==> src/rtl/dbf_pkg.sv <==
`timescale 1ns/1ps
package dbf_pkg;
  localparam int unsigned REG_W    = 32;
  localparam int unsigned OFS_EN   = 'h70;
  localparam int unsigned OFS_CTRL = 'h74;
  localparam int unsigned THR_LSB  = 0;
  localparam int unsigned THR_W    = 8;
  localparam int unsigned DIV_LSB  = 16;
  localparam int unsigned DIV_W    = 8;
  localparam int unsigned RUN_BIT  = 31;
  localparam logic [REG_W-1:0] CTRL_RST  = 32'h8000_0003;
  localparam logic [REG_W-1:0] CTRL_MASK = 32'h80FF_00FF;
endpackage

==> src/rtl/dbf_regs.sv <==
`timescale 1ns/1ps
module dbf_regs
  import dbf_pkg::*;
#(
  parameter int unsigned NPIN   = 8,
  parameter int unsigned ADDR_W = 8
) (
  input  logic                clk_i,
  input  logic                rst_ni,
  input  logic                we_i,
  input  logic [ADDR_W-1:0]   addr_i,
  input  logic [REG_W-1:0]    wdata_i,
  output logic [REG_W-1:0]    rdata_o,
  output logic [NPIN-1:0]     en_o,
  output logic [THR_W-1:0]    thr_o,
  output logic [DIV_W-1:0]    div_o,
  output logic                run_o
);
  // NPIN must not exceed REG_W
  logic [NPIN-1:0]  en_q;
  logic [REG_W-1:0] ctrl_q;
  logic             hit_en, hit_ctrl;

  assign hit_en   = (addr_i == ADDR_W'(OFS_EN));
  assign hit_ctrl = (addr_i == ADDR_W'(OFS_CTRL));

  always_ff @(posedge clk_i or negedge rst_ni) begin
    if (!rst_ni) begin
      en_q   <= '0;
      ctrl_q <= CTRL_RST;
    end else if (we_i) begin
      if (hit_en)   en_q   <= wdata_i[NPIN-1:0];
      if (hit_ctrl) ctrl_q <= wdata_i;
    end
  end

  always_comb begin
    rdata_o = '0;
    if (hit_en)        rdata_o[NPIN-1:0] = en_q;
    else if (hit_ctrl) rdata_o = ctrl_q & CTRL_MASK;
  end

  assign en_o  = en_q;
  assign thr_o = ctrl_q[THR_LSB +: THR_W];
  assign div_o = ctrl_q[DIV_LSB +: DIV_W];
  assign run_o = ctrl_q[RUN_BIT];

  p_en_write_r2: assert property (@(posedge clk_i) disable iff (!rst_ni)
    (we_i && hit_en) |=> (en_q == $past(wdata_i[NPIN-1:0])))
    else $error("enable write not captured");
endmodule

==> src/rtl/dbf_tick.sv <==
`timescale 1ns/1ps
module dbf_tick
  import dbf_pkg::*;
(
  input  logic             clk_i,
  input  logic             rst_ni,
  input  logic             run_i,
  input  logic [DIV_W-1:0] div_i,
  output logic             tick_o
);
  logic [DIV_W-1:0] presc_q;

  // >= keeps the period bounded when div shrinks below the running count
  assign tick_o = run_i && (presc_q >= div_i);

  always_ff @(posedge clk_i or negedge rst_ni) begin
    if (!rst_ni)      presc_q <= '0;
    else if (!run_i)  presc_q <= '0;
    else if (tick_o)  presc_q <= '0;
    else              presc_q <= presc_q + 1'b1;
  end

  p_tick_gap_r6: assert property (@(posedge clk_i) disable iff (!rst_ni)
    (tick_o && div_i != '0) |=> (!tick_o || div_i == '0))
    else $error("back-to-back ticks with nonzero divide");
endmodule

==> src/rtl/dbf_pin.sv <==
`timescale 1ns/1ps
module dbf_pin
  import dbf_pkg::*;
(
  input  logic             clk_i,
  input  logic             rst_ni,
  input  logic             init_i,
  input  logic             en_i,
  input  logic             tick_i,
  input  logic [THR_W-1:0] thr_i,
  input  logic             raw_i,
  output logic             filt_o
);
  logic             filt_q;
  logic [THR_W-1:0] cnt_q;
  logic [THR_W:0]   cnt_nx;
  logic             hit;

  assign cnt_nx = {1'b0, cnt_q} + 1'b1;
  assign hit    = cnt_nx > {1'b0, thr_i};   // count+1 reached field+1

  always_ff @(posedge clk_i or negedge rst_ni) begin
    if (!rst_ni) begin
      filt_q <= 1'b0;
      cnt_q  <= '0;
    end else if (!init_i || !en_i) begin
      filt_q <= raw_i;
      cnt_q  <= '0;
    end else if (raw_i == filt_q) begin
      cnt_q  <= '0;
    end else if (tick_i) begin
      if (hit) begin
        filt_q <= raw_i;
        cnt_q  <= '0;
      end else begin
        cnt_q  <= cnt_nx[THR_W-1:0];
      end
    end
  end

  assign filt_o = (init_i && en_i) ? filt_q : raw_i;

  p_change_needs_tick_r4: assert property (@(posedge clk_i) disable iff (!rst_ni)
    ($past(init_i) && $past(en_i) && filt_q != $past(filt_q)) |-> $past(tick_i))
    else $error("filtered level changed without a tick");

  p_match_idle_r5: assert property (@(posedge clk_i) disable iff (!rst_ni)
    (init_i && en_i && raw_i == filt_q) |=> (cnt_q == '0))
    else $error("count kept while input matches output");

  p_disabled_clear_r8: assert property (@(posedge clk_i) disable iff (!rst_ni)
    (!en_i) |=> (cnt_q == '0))
    else $error("count survived disable");
endmodule

==> src/rtl/gpio_debounce.sv <==
`timescale 1ns/1ps
module gpio_debounce
  import dbf_pkg::*;
#(
  parameter int unsigned NPIN   = 8,
  parameter int unsigned ADDR_W = 8
) (
  input  logic              clk_i,
  input  logic              rst_ni,
  input  logic              reg_we_i,
  input  logic [ADDR_W-1:0] reg_addr_i,
  input  logic [REG_W-1:0]  reg_wdata_i,
  output logic [REG_W-1:0]  reg_rdata_o,
  input  logic [NPIN-1:0]   pin_raw_i,
  output logic [NPIN-1:0]   pin_filt_o
);
  logic [NPIN-1:0]  en_q;
  logic [THR_W-1:0] thr;
  logic [DIV_W-1:0] div;
  logic             run, tick, init_q;

  // first cycle after reset loads every filter from its input
  always_ff @(posedge clk_i or negedge rst_ni) begin
    if (!rst_ni) init_q <= 1'b0;
    else         init_q <= 1'b1;
  end

  dbf_regs #(.NPIN(NPIN), .ADDR_W(ADDR_W)) u_regs (
    .clk_i(clk_i), .rst_ni(rst_ni), .we_i(reg_we_i), .addr_i(reg_addr_i),
    .wdata_i(reg_wdata_i), .rdata_o(reg_rdata_o), .en_o(en_q),
    .thr_o(thr), .div_o(div), .run_o(run)
  );

  dbf_tick u_tick (
    .clk_i(clk_i), .rst_ni(rst_ni), .run_i(run), .div_i(div), .tick_o(tick)
  );

  for (genvar g = 0; g < NPIN; g++) begin : g_pin
    dbf_pin u_pin (
      .clk_i(clk_i), .rst_ni(rst_ni), .init_i(init_q), .en_i(en_q[g]),
      .tick_i(tick), .thr_i(thr), .raw_i(pin_raw_i[g]), .filt_o(pin_filt_o[g])
    );
  end

  p_hold_stopped_r7: assert property (@(posedge clk_i) disable iff (!rst_ni)
    (init_q && !run && !reg_we_i) |=> ((pin_filt_o & en_q) == $past(pin_filt_o & en_q)))
    else $error("enabled output moved while stopped");
endmodule

==> config.mk <==
export PLATFORM = sky130hd
export DESIGN_NAME = gpio_debounce
export DESIGN_NICKNAME = d
export VERILOG_FILES = /design/src/rtl/dbf_pkg.sv /design/src/rtl/dbf_regs.sv /design/src/rtl/dbf_tick.sv /design/src/rtl/dbf_pin.sv /design/src/rtl/gpio_debounce.sv
export SDC_FILE = /design/constraint.sdc
export NUM_CORES = 1
export LEC_CHECK = 0
export BUFFER_PORTS_ARGS = -buffer_cell sky130_fd_sc_hd__clkbuf_2
export CELL_PAD_IN_SITES_DETAIL_PLACEMENT = 1
export CELL_PAD_IN_SITES_GLOBAL_PLACEMENT = 1
export CORE_UTILIZATION = 50
export CTS_CLUSTER_SIZE = 10
export DETAILED_ROUTE_END_ITERATION = 10
export PLACE_DENSITY_LB_ADDON = 0.1
export SLEW_MARGIN = 20
export SYNTH_ARGS = -nofsm -noshare
export SYNTH_HDL_FRONTEND = slang
export SYNTH_SLANG_ARGS = --single-unit
==> constraint.sdc <==
create_clock -name clk_i -period 4.9 [get_ports clk_i]
set_input_delay 1.47 -clock clk_i [delete_from_list [all_inputs] [get_ports clk_i]]
set_output_delay 1.47 -clock clk_i [all_outputs]
set_load 0.02 [all_outputs]
After elaboration in Yosys (flattened, before gate mapping)
Index checks and enable logic that the tools add are counted. W data, S select, Z words.

Flip-flop bits (word level): 121. Input bits: 51. Output and inout port bits: 40. Word-level logic and storage cells: 193.

Add/sub/neg operators: 9. Magnitude comparators: 9. Equal/unequal tests: 18. Mux-type cells: 77. Reductions and logical operators: 60.

Operators by type and width (count): $mux W8 (35); $add A8 B1 Y9 const B (8); $gt A9 B8 Y1 (8); $mux W1 (40); $mux W32 (1); $reduce_bool A2 Y1 (16); $mux W24 (1); $reduce_and A3 Y1 (8); $reduce_bool A3 Y1 (8); $eq A8 B7 Y1 const B (2); $ne A2 B1 Y1 const B (8); $logic_and A1 B1 Y1 (9); $logic_not A1 Y1 (9); $add A8 B1 Y8 const B (1); $eq A1 B1 Y1 (8); $ge A8 B8 Y1 (1); $logic_or A1 B1 Y1 (8); $reduce_and A2 Y1 (2).

Depth between registers and ports, before layout
Depth in word-level cells: 6. Gate-level depth with buffers: 12. Depth with buffers taken out: 12.

Hierarchy
A second synthesis with hierarchy kept.

Cell total of the unflattened synthesis: 897. Area total of the unflattened synthesis: 8657.1 sq um.

Modules (own cells, without submodules): dbf_pin at g_pin[0].u_pin ... (times used 4, cells each 86, area an instance 805.8 sq um, seq. area each 225.2 sq um); dbf_pin at g_pin[3].u_pin ... (times used 3, cells each 104, area an instance 904.6 sq um, seq. area each 225.2 sq um); dbf_regs (times used 1, cells each 101, area an instance 1328.8 sq um, seq. area each 629.4 sq um); dbf_pin at g_pin[2].u_pin (times used 1, cells each 79, area an instance 785.8 sq um, seq. area each 225.2 sq um); dbf_tick (times used 1, cells each 59, area an instance 576.8 sq um, seq. area each 200.2 sq um); gpio_debounce (times used 1, cells each 2, area an instance 28.8 sq um, seq. area each 25.0 sq um).

Least setup slack after synthesis
Ideal clock, no wire load.

Path kind: input to output. Start: in reg_addr_i[7]. End: out reg_rdata_o[0]. Arrival time: 2.590 ns. Data required time: 3.430 ns. Setup slack: 0.840 ns. Stages on the path: 6. Buffers on the path: 2. Path through: nand4b_1 nor4_1 clkbuf_1 nor2b_1 buf_2 a22o_1.

Longest elaborated chain between the ends: 3. Elaborated cells on any way between the ends: 4. Classes of those cells: 2 x eq/ne; 2 x mux.

RTL lines: start, declared (RTL line gpio_debounce.sv:11) `input logic [ADDR_W-1:0] reg_addr_i,`; $eq A8 B7 Y1 (RTL line dbf_regs.sv:25) `assign hit_ctrl = (addr_i == ADDR_W'(OFS_CTRL));`; $mux W32 (RTL line dbf_regs.sv:40) `else if (hit_ctrl) rdata_o = ctrl_q & CTRL_MASK;`; $mux W8 * (RTL line dbf_regs.sv:39) `if (hit_en) rdata_o[NPIN-1:0] = en_q;`; end, declared (RTL line gpio_debounce.sv:13) `output logic [REG_W-1:0] reg_rdata_o,`.

Every way passes the cells marked *; elsewhere a longest branch is shown, timed or not.

Worst setup path in the final report
Start: in reg_addr_i[7]. End: out reg_rdata_o[2].

Same word-level chain as after synthesis.

==> run summary <==
worst relative slew slack: 30.4%
Hold WS: 523 ps
share of cells above drive strength 1: 17.7%
fin crit share: 90.7%
antenna violations before repair: 0
Synth warnings: 0
FF-to-FF path depth: 12
Critical Path End Type: output pin
NumNets Final: 971
Initial Util: 51.7%
dpl hpwl: 15.2 mm
Clock Skews: 7.86 ps
Post-CTS Resized: 0
crit-path max FO: 9
htree depth: 3
final instance area: 8240 um2
Mean Syn Cell Area: 9.67 um2
Leak Pwr: 0.00408 uW
Syn Inst Count: 785
first-pass GRT wire length: 34.5 mm
async set-reset flop share out of synthesis: 100%
number of CTS-inserted buffers: 9
Avg Vias per Cell: 6.10
Worst setup endpoint: reg_rdata_o[2]
Required @ worst endpoint: 3430 ps
ys flop type: dfrtp_1
Setup Slack @ Placement: 440 ps
Mapped Area: 7590 um2
DRC violations left: 0
min Tclk post-route: 4450 ps
Worst R2R End: g_pin[5].u_pin.filt_q$_DFFE_PN0P_
Max Freq: 225 MHz
#FFs+latches synth: 106
die area: 15700 um2
post-CTS setup-driven buffer insertion count: 0
Worst R2R Start: g_pin[5].u_pin.cnt_q[2]$_DFFE_PN0P_
Die W: 125 um
WL final: 20.4 mm
synth unique cells: 65
IO Count: 91
Root Buffer: clkbuf_16
drt wl/cell: 19.9 um
Antenna Nets Post-Route: 0
beginning of the critical path: reg_addr_i[7]
Final Setup Violations: 0
setup slack, reg-to-reg: 1440 ps
Fillers: 1690
hold_buf cts: 0
status: complete, no violations
Via Count: 6272
DR pass1 iterations: 6
Critical Path AT: 2980 ps
power per standard cell area: 225 nW/um2
RSZ-0062 raised after global routing: false
Die Y-Extent: 125 um
startpoint types: input port
port bufs: 60
row count: 44
initial DRC count: 244
Hold WC Path Type: reg -> reg
post-layout util: 56.1%
CTS max path bufs: 2
Post-synth EDFFs: 0
CTS Sinks: 106
Clk Latency, worst-skew pair: 350 ps
Worst-Margin Slew: 1040 ps
ANT cells: 0
grt total ovfl: 0
largest net degree at the start of global routing: 67
post-synthesis sequential area ratio: 35.0%
setup TNS: 0 ps
core area: 14700 um2
vias in the first global route: 6853
worst IR drop on VDD: 0.167 mV
count of pins over their slew limit: 0
clk slew on worst S/H paths: 70 ps
Hold Vio Cnt, Final: 0
Area after DPL: 7970 um2
total of max-cap violations: 0
Total GRT Usage: 27.8%
synthesis-to-layout area growth: 8.57%
CTS tree: built
gp weighted congestion: 0.806
setup ws final: 454 ps
crit path kind: in -> out
## how the worst min path moves through the flow
| stage | end | start | slack, ps | cells after the start |
|---|---|---|---|---|
| floorplan | g_pin[4].u_pin.cnt_q[1]$_DFFE_PN0P_ | g_pin[4].u_pin.cnt_q[1]$_DFFE_PN0P_ | 470 | 2 |
| global placement | g_pin[4].u_pin.cnt_q[1]$_DFFE_PN0P_ | g_pin[4].u_pin.cnt_q[1]$_DFFE_PN0P_ | 490 | 2 |
| detailed placement | g_pin[4].u_pin.cnt_q[1]$_DFFE_PN0P_ | g_pin[4].u_pin.cnt_q[1]$_DFFE_PN0P_ | 520 | 2 |
| CTS | g_pin[4].u_pin.cnt_q[1]$_DFFE_PN0P_ | g_pin[4].u_pin.cnt_q[1]$_DFFE_PN0P_ | 530 | 2 |
| global route | g_pin[1].u_pin.cnt_q[7]$_DFFE_PN0P_ | g_pin[1].u_pin.cnt_q[7]$_DFFE_PN0P_ | 560 | 2 |
| finish | g_pin[4].u_pin.cnt_q[1]$_DFFE_PN0P_ | g_pin[4].u_pin.cnt_q[1]$_DFFE_PN0P_ | 520 | 2 |
## area by class of cell
class / count / area (um2) / share of cell area, %
Inverter: 31 / 116 / 1.41
Tap cell: 184 / 230 / 2.79
Clock inverter: 4 / 27.5 / 0.334
Multi-Input combinational cell: 625 / 4620 / 56.0
Clock buffer: 12 / 246 / 2.99
Sequential cell: 106 / 2660 / 32.2
Timing Repair Buffer: 66 / 348 / 4.22
## registers in the layout, indices dropped and copies added (netlist names)
signal              cells
u_tick.presc_q          8
init_q                  1
g_pin.u_pin.cnt_q      64
u_regs.ctrl_q          17
u_regs.en_o             8
g_pin.u_pin.filt_q      8
## kinds of logic after synthesis
kind of cell / synth area share [%]
compound gates: 15.4
fa+ha+maj: 13.3
other cells: 0.0989
mux: 6.53
buf+inv: 4.88
simple gates: 19.0
flops: 35.0
xor+xnor: 5.77
## synthesized netlist by cell type (5+ instances only)
cell      instances  area [um2]
a21o_1           11        82.6
xnor2_1          23         201
buf_4            23         173
nor3_1           12        60.1
a211oi_1         12        90.1
a22o_1           24         210
o21bai_1          7        52.6
inv_1            31         116
nor2b_1          10        62.6
nand2_1          71         267
dfrtp_1         103        2580
nor2_1           37         139
nand2b_1         11        68.8
nand4_1          10        62.6
or2_2             7        43.8
a32o_1            7        70.1
and3_1           35         219
o21ai_0          20         100
a21oi_1          27         135
clkbuf_1          6        22.5
buf_2             5        25.0
xor2_1           27         236
mux2_2           43         484
nand3_1          56         280
a31oi_1           7        43.8
ha_1             81        1010
## power by group
group | internal (uW) | switching [uW] | leakage, uW
registers | 889 | 19.8 | 0.00145
clock network | 359 | 334 | 0.000125
logic | 87.9 | 165 | 0.00251
## critical path, stage by stage
cell and delay [ps]:
clkbuf_2 70, nand4b_1 150, nor4_1 350, and2_1 480, a22o_1 270, clkbuf_2 180
## cell usage in the layout (no fill, tap or decap), drive strengths merged, types with 28 or more instances in the layout
cell    synthesis  final
nand3          56     56
inv            31     31
clkbuf          6     71
mux2           44     44
nor2           38     38
dfrtp         103    103
and3           35     35
nand2          73     73
ha             81     81
o21ai          28     28
## through the flow
step                total power (uW)  std cells
finish                          1850       1028
global route                    1930       1028
CTS                             1870       1028
detailed placement              1180       1012
global placement                1160       1012
floorplan                       1090        799
## routing by layer
layer,wire length (um),GRT usage [%],up-vias
met5,0,0,-
met4,464,9.11,0
met3,660,4.96,38
met2,10400,49.6,111
met1,8860,33.8,3176
li1,-,-,2947
Power figures use the tool's default switching activity.
